==> src/rtl/nvdec_pkg.sv <==
package nvdec_pkg;
  typedef enum logic [1:0] {
    TGT_NONE  = 2'd0,
    TGT_BANK1 = 2'd1,
    TGT_BANK2 = 2'd2,
    TGT_EXP   = 2'd3
  } tgt_e;
endpackage

==> src/rtl/nvdec_route.sv <==
module nvdec_route
  import nvdec_pkg::*;
#(
  parameter int ADDR_W     = 16,
  parameter int PRIM_LIMIT = 32768
) (
  input  logic              mem_req,
  input  logic              is_prog,
  input  logic              bank2_sel,
  input  logic              pwr_ok,
  input  logic [ADDR_W-1:0] addr,
  output tgt_e              tgt
);
  localparam int LIM_W = ADDR_W + 1;
  localparam logic [LIM_W-1:0] LIMIT = LIM_W'(PRIM_LIMIT);

  logic in_prim;
  assign in_prim = {1'b0, addr} < LIMIT;

  always_comb begin
    if (!mem_req || !pwr_ok)        tgt = TGT_NONE;
    else if (!is_prog && bank2_sel) tgt = TGT_BANK2;
    else if (in_prim)               tgt = TGT_BANK1;
    else                            tgt = TGT_EXP;
  end
endmodule

==> src/rtl/nvdec_guard.sv <==
module nvdec_guard
  import nvdec_pkg::*;
#(
  parameter int ADDR_W = 16
) (
  input  tgt_e              tgt,
  input  logic              is_prog,
  input  logic              wr_req,
  input  logic [ADDR_W-1:0] addr,
  input  logic [ADDR_W-1:0] part_bound,
  output logic              wr_ok
);
  logic in_code;
  assign in_code = addr < part_bound;

  always_comb begin
    wr_ok = 1'b0;
    if (wr_req && !is_prog) begin
      case (tgt)
        TGT_BANK2: wr_ok = 1'b1;
        TGT_BANK1: wr_ok = !in_code;
        default:   wr_ok = 1'b0;
      endcase
    end
  end
endmodule

==> src/rtl/nvdec_phys.sv <==
module nvdec_phys #(
  parameter int              PHYS_W   = 15,
  parameter logic [PHYS_W-1:0] INV_MASK = 15'h6000
) (
  input  logic [PHYS_W-1:0] la,
  output logic [PHYS_W-1:0] pa
);
  for (genvar i = 0; i < PHYS_W; i++) begin : g_bit
    if (INV_MASK[i]) begin : g_inv
      assign pa[i] = ~la[i];
    end else begin : g_pass
      assign pa[i] = la[i];
    end
  end
endmodule

==> src/rtl/nvmem_decoder.sv <==
module nvmem_decoder
  import nvdec_pkg::*;
#(
  parameter int ADDR_W    = 16,
  parameter int PHYS_W    = 15,
  parameter bit SMALL_RAM = 1'b0
) (
  input  logic              clk,
  input  logic              rst,
  input  logic              mem_req,
  input  logic              is_prog,
  input  logic              wr_req,
  input  logic              bank2_sel,
  input  logic [ADDR_W-1:0] part_bound,
  input  logic              pwr_ok,
  input  logic [ADDR_W-1:0] addr,
  output logic              ce1_n,
  output logic              ce2_n,
  output logic              rw_n,
  output logic              exp_sel,
  output logic [PHYS_W-1:0] phys_addr
);
  localparam int SMALL_BITS = 13;
  localparam int PRIM_LIMIT = SMALL_RAM ? (1 << SMALL_BITS) : (1 << PHYS_W);
  localparam logic [PHYS_W-1:0] INV_MASK = PHYS_W'(3) << (PHYS_W - 2);

  tgt_e              tgt;
  logic              wr_ok;
  logic [PHYS_W-1:0] pa_c;

  nvdec_route #(.ADDR_W(ADDR_W), .PRIM_LIMIT(PRIM_LIMIT)) u_route (
    .mem_req(mem_req), .is_prog(is_prog), .bank2_sel(bank2_sel),
    .pwr_ok(pwr_ok), .addr(addr), .tgt(tgt)
  );

  nvdec_guard #(.ADDR_W(ADDR_W)) u_guard (
    .tgt(tgt), .is_prog(is_prog), .wr_req(wr_req), .addr(addr),
    .part_bound(part_bound), .wr_ok(wr_ok)
  );

  nvdec_phys #(.PHYS_W(PHYS_W), .INV_MASK(INV_MASK)) u_phys (
    .la(addr[PHYS_W-1:0]), .pa(pa_c)
  );

  always_ff @(posedge clk) begin
    if (rst) begin
      ce1_n     <= 1'b1;
      ce2_n     <= 1'b1;
      rw_n      <= 1'b1;
      exp_sel   <= 1'b0;
      phys_addr <= '0;
    end else begin
      ce1_n     <= (tgt != TGT_BANK1);
      ce2_n     <= (tgt != TGT_BANK2);
      exp_sel   <= (tgt == TGT_EXP);
      rw_n      <= !wr_ok;
      phys_addr <= pa_c;
    end
  end
endmodule

==> config.mk <==
export PLATFORM = sky130hd
export DESIGN_NAME = nvmem_decoder
export DESIGN_NICKNAME = d
export VERILOG_FILES = /design/src/rtl/nvdec_pkg.sv /design/src/rtl/nvdec_route.sv /design/src/rtl/nvdec_guard.sv /design/src/rtl/nvdec_phys.sv /design/src/rtl/nvmem_decoder.sv
export SDC_FILE = /design/constraint.sdc
export NUM_CORES = 1
export LEC_CHECK = 0
export ABC_AREA = 1
export BUFFER_PORTS_ARGS = -buffer_cell sky130_fd_sc_hd__clkbuf_2
export CORE_MARGIN = 2
export CORE_UTILIZATION = 35
export DETAILED_ROUTE_END_ITERATION = 8
export HOLD_SLACK_MARGIN = 0.03
export PLACE_DENSITY = 0.66
export SLEW_MARGIN = 5
export SYNTH_ARGS = -nofsm -noshare
export SYNTH_HDL_FRONTEND = slang
export SYNTH_HIERARCHICAL = 1
export SYNTH_SLANG_ARGS = --single-unit
==> constraint.sdc <==
create_clock -name clk -period 1.4 [get_ports clk]
set_input_delay 0.42 -clock clk [delete_from_list [all_inputs] [get_ports clk]]
set_output_delay 0.42 -clock clk [all_outputs]
set_load 0.1 [all_outputs]
Word-level counts from Yosys, hierarchy flattened

Cells that the tools add are included.
Widths: inputs -> output; s select.

Register bits: 19
Input port bits: 39
Output and inout bits: 19
Logic and storage cells: 27

Order comparisons: 2
Equal/unequal tests: 5
Mux-type cells: 5
Bitwise logic cells: 2
Reduce and logical (&&, ||, !) cells: 8

Operator list:

| cell                 | number |
|---|---|
| $lt 16x16->1         | 1 |
| $lt 16x16->1 const B | 1 |
| $mux 2               | 3 |
| $logic_not 1->1      | 5 |
| $eq 2x2->1 const B   | 2 |
| $eq 2x1->1 const B   | 1 |
| $logic_and 1x1->1    | 2 |
| $ne 2x1->1 const B   | 1 |
| $ne 2x2->1 const B   | 1 |
| $not 1->1            | 2 |
| $pmux 1 s2           | 1 |
| $logic_or 1x1->1     | 1 |
| $mux 1               | 1 |

Logic depth before layout (Yosys ltp)

Word-level depth: 8
Depth in mapped cells: 13
Depth with buffers taken out: 13

By module

The synthesis kept the hierarchy.

Modules (own cells, without submodules):

| module        | times used | cells each | area each (um^2) | seq. area each (um^2) |
|---|---|---|---|---|
| nvmem_decoder | 1          | 59         | 551.8            | 380.4 |
| nvdec_guard   | 1          | 75         | 464.2            | 0.0 |
| nvdec_phys    | 1          | 15         | 105.1            | 0.0 |
| nvdec_route   | 1          | 6          | 31.3             | 0.0 |

Worst setup path before layout

No wires, ideal clock.

Path type: input to register
Start: input pwr_ok
End: register rw_n
Data arrival time: 1.362 ns
Data required time: 1.286 ns
Setup slack: -0.076 ns
Cell stages on the path: 8
Buffers on the path: 0
Path through: nand2_1 -> a21oi_1 -> inv_1 -> ha_1 -> nor2_1 -> nand2_1 -> a21oi_2 -> nand2_1

Longest elaborated chain between the ends: 7
Elaborated cells on any way between the ends: 8
Classes of those cells: 2 x eq/ne; 3 x mux; 3 x reduce/logical

Ends and longest elaborated chain:

| element                                  | line                | source |
|---|---|---|
| from (decl)                              | nvmem_decoder.sv:15 | `input logic pwr_ok,` |
| $logic_not 1->1 (*)                      | nvdec_route.sv:21   | `if (!mem_req \|\| !pwr_ok) tgt = TGT_NONE;` |
| $logic_or 1x1->1 (*)                     | nvdec_route.sv:21   |  |
| $mux 2 (*)                               | nvdec_route.sv:21   |  |
| via tgt[0]                               | nvmem_decoder.sv:27 | `tgt_e tgt;` |
| $eq 2x1->1 or $eq 2x2->1 (tied branches) | nvdec_guard.sv:19   | `case (tgt)` |
| $pmux 1 s2 (*)                           | nvdec_guard.sv:19   |  |
| $mux 1 (*)                               | nvdec_guard.sv:18   | `if (wr_req && !is_prog) begin` |
| via wr_ok                                | nvmem_decoder.sv:28 | `logic wr_ok;` |
| $logic_not 1->1 (*)                      | nvmem_decoder.sv:56 | `rw_n <= !wr_ok;` |
| to (signal assigned)                     | nvmem_decoder.sv:56 |  |
| to (decl)                                | nvmem_decoder.sv:19 | `output logic rw_n,` |

The timed path passes the listed nets; every way through them passes the cells marked *.
A chain may end at the register's enable or synchronous reset.

Worst setup path in the final report

Start: register ce1_n
End: output ce1_n

RTL lines:

| element                | line                | source |
|---|---|---|
| from (decl)            | nvmem_decoder.sv:17 | `output logic ce1_n,` |
| from (signal assigned) | nvmem_decoder.sv:53 | `ce1_n <= (tgt != TGT_BANK1);` |

No word-level cell between the ends.

==> metrics.cfg <==
[run_status]
outcome=complete, no violations

[grt]
grtUsageTotal_pct=12.5
overflow=0
grt_pass1_wl_mm=3.48
grt_max_degree=18
grt_pass1_vias=926
grt_antenna_before_repair=0

[cells_and_area]
fillers=321
final_core_util_pct=55.9
finalNetCount=264
seq_area_um2=380
area_growth_pct=50.5
diodes=0
multi_input_area_um2=484
drive_above_1_share_pct=36.7

[clock_network]
cts_buffers=3
htreeDepth=1
cts_root_buf=clkbuf_4
cts_tree=done
post_cts_buffers=0
cts_resized=0
cts.clk_slew.worst_paths_ns=0.10
postCtsHoldBufs=0
clkSinkCount=19
clock_path_buffers=2

[power_and_ir_drop]
pwr_density_cell_mw_per_mm2=789
vdd.ir_drop.worst_v=0.000377
p_int_mw=0.880
pwr-share-clk_pct=19.8
p_comb_share_pct=37.4
leakagePower_nw=1.00
power_frac_seq_pct=42.8
switching_share_pct=35.7
power_switching_mw=0.489

[timing]
rsz0062_at_grt=false
final-setup-viol-count=0
timing.slew.headroom_pct=76.5
fin_ws_ns=0.121
min_period_ns=1.28
fmax_ghz=0.782
final_max_slew_viol_count=0
worstMarginPinSlew_ns=0.353
period_share_pct=91.3
finalHoldViolCount=0
timing.hold.ws_ns=0.324

[synth]
ys_types=15
ys_seq_area_share_pct=33.0
syn_area_mm2=0.00115
synth_seq_cells=19
synth.avg_cell_area_um2=7.43
yosysWarnings=6
synth_cells=155
synth_nets=211

[floorplanning]
initial_core_util_pct=37.1
rows=20
io_pins=58
die_area_mm2=0.00377
die_x_um=61.4
core-area_mm2=0.00310
die_h_um=61.4

[detailed_routing]
drtAntennaViolNets=0
initialDrtViolationCount=20
drc=0
wl_mm=2.10
wire_per_inst_um=8.35
via_per_inst=3.94
drtPass1Iterations=3
vias=990

[critical_path]
cp-start-kind=register
critPathSlowestCell=dfxtp_1
crit_path_end_kind=output port
path_class=reg2out
worstPathRequired_ns=0.98
max_stage_delay_ns=0.38
path_delay_family=flip-flops
arrival_ns=0.86
worstPathMaxFanout=1
crit_buf_inv=1
path_cells=buf_12

[min_path]
hold_path.class=in2reg

[placement]
hpwlAfterDp_mm=1.92
io_buffers=57
gp_congestion=0.730
preCtsSetupSlack_ns=-0.175

[flow_run]
cap_violations=0

[registers in the layout (all words and copies together) (netlist names)]
signal	count
ce1_n	1
rw_n	1
phys_addr	15
exp_sel	1
ce2_n	1
[per-layer routing]
layer,vias up,routed length [um],GRT usage [%]
li1,544,-,-
met1,422,795,12.9
met2,22,1170,24.2
met3,2,114,2.94
met4,0,19,4.56
met5,-,0,0
[stage by stage]
step	instances	total power, mW	TNS [ns]	instance area (um2)
floorplan	155	0.931	0	1160
CTS	251	1.40	0	1730
global placement	247	1.11	-0.152	1710
detailed placement	247	1.12	-0.175	1710
finish	251	1.37	0	1730
global route	251	1.45	0	1730
[logic make-up after synthesis]
group	synth area share (%)
AOI/OAI and AO/OA	6.19
adders and majority gates	18.5
buffers and inverters	25.7
DFF	33.0
and+or+nand+nor	16.6
[cell type report]
class,instances,share of cell area (%)
clock buffer,4,1.52
inverter,46,9.96
multi-input combinational,75,27.9
sequential,19,21.9
tap,44,3.17
timing repair buffer,63,35.5
[synthesized netlist by cell type]
library cell  count  area share (%)
buf_6             1            0.98
o21ai_0           2            0.87
dfxtp_1          19              33
nand2_1          21             6.8
ha_1             17              18
inv_1            44              14
nor3_2            2             1.7
inv_2             2            0.65
buf_4            13             8.5
buf_8             1             1.3
nand2_2           1            0.54
nand3_1           3             1.3
a21oi_2           3             2.3
a21oi_1           7             3.0
nor2_1           19             6.2
[path summary, 6_finish.rpt]
kind,start,end,slack [ns],cells after the start
setup / recovery,ce1_n,ce1_n,0.12,1
hold / removal,addr[6],phys_addr[6],0.32,3
[power by group through the flow]
stage	logic, mW	registers (mW)	clock network [mW]
after floorplan	0.161	0.770	0
after global placement	0.510	0.598	0
after detailed placement	0.516	0.599	0
after CTS	0.518	0.587	0.292
after global routing	0.559	0.588	0.307
final	0.511	0.586	0.271
[cell usage in the layout, fill, tap and decap left out, drive strengths merged]
master / n
o21ai: 2
nor3: 2
nand3: 3
clkbuf: 42
inv: 46
nand2: 22
dfxtp: 19
buf: 25
nor2: 19
ha: 17
a21oi: 10
No activity file was read; power rests on OpenSTA's default activity.
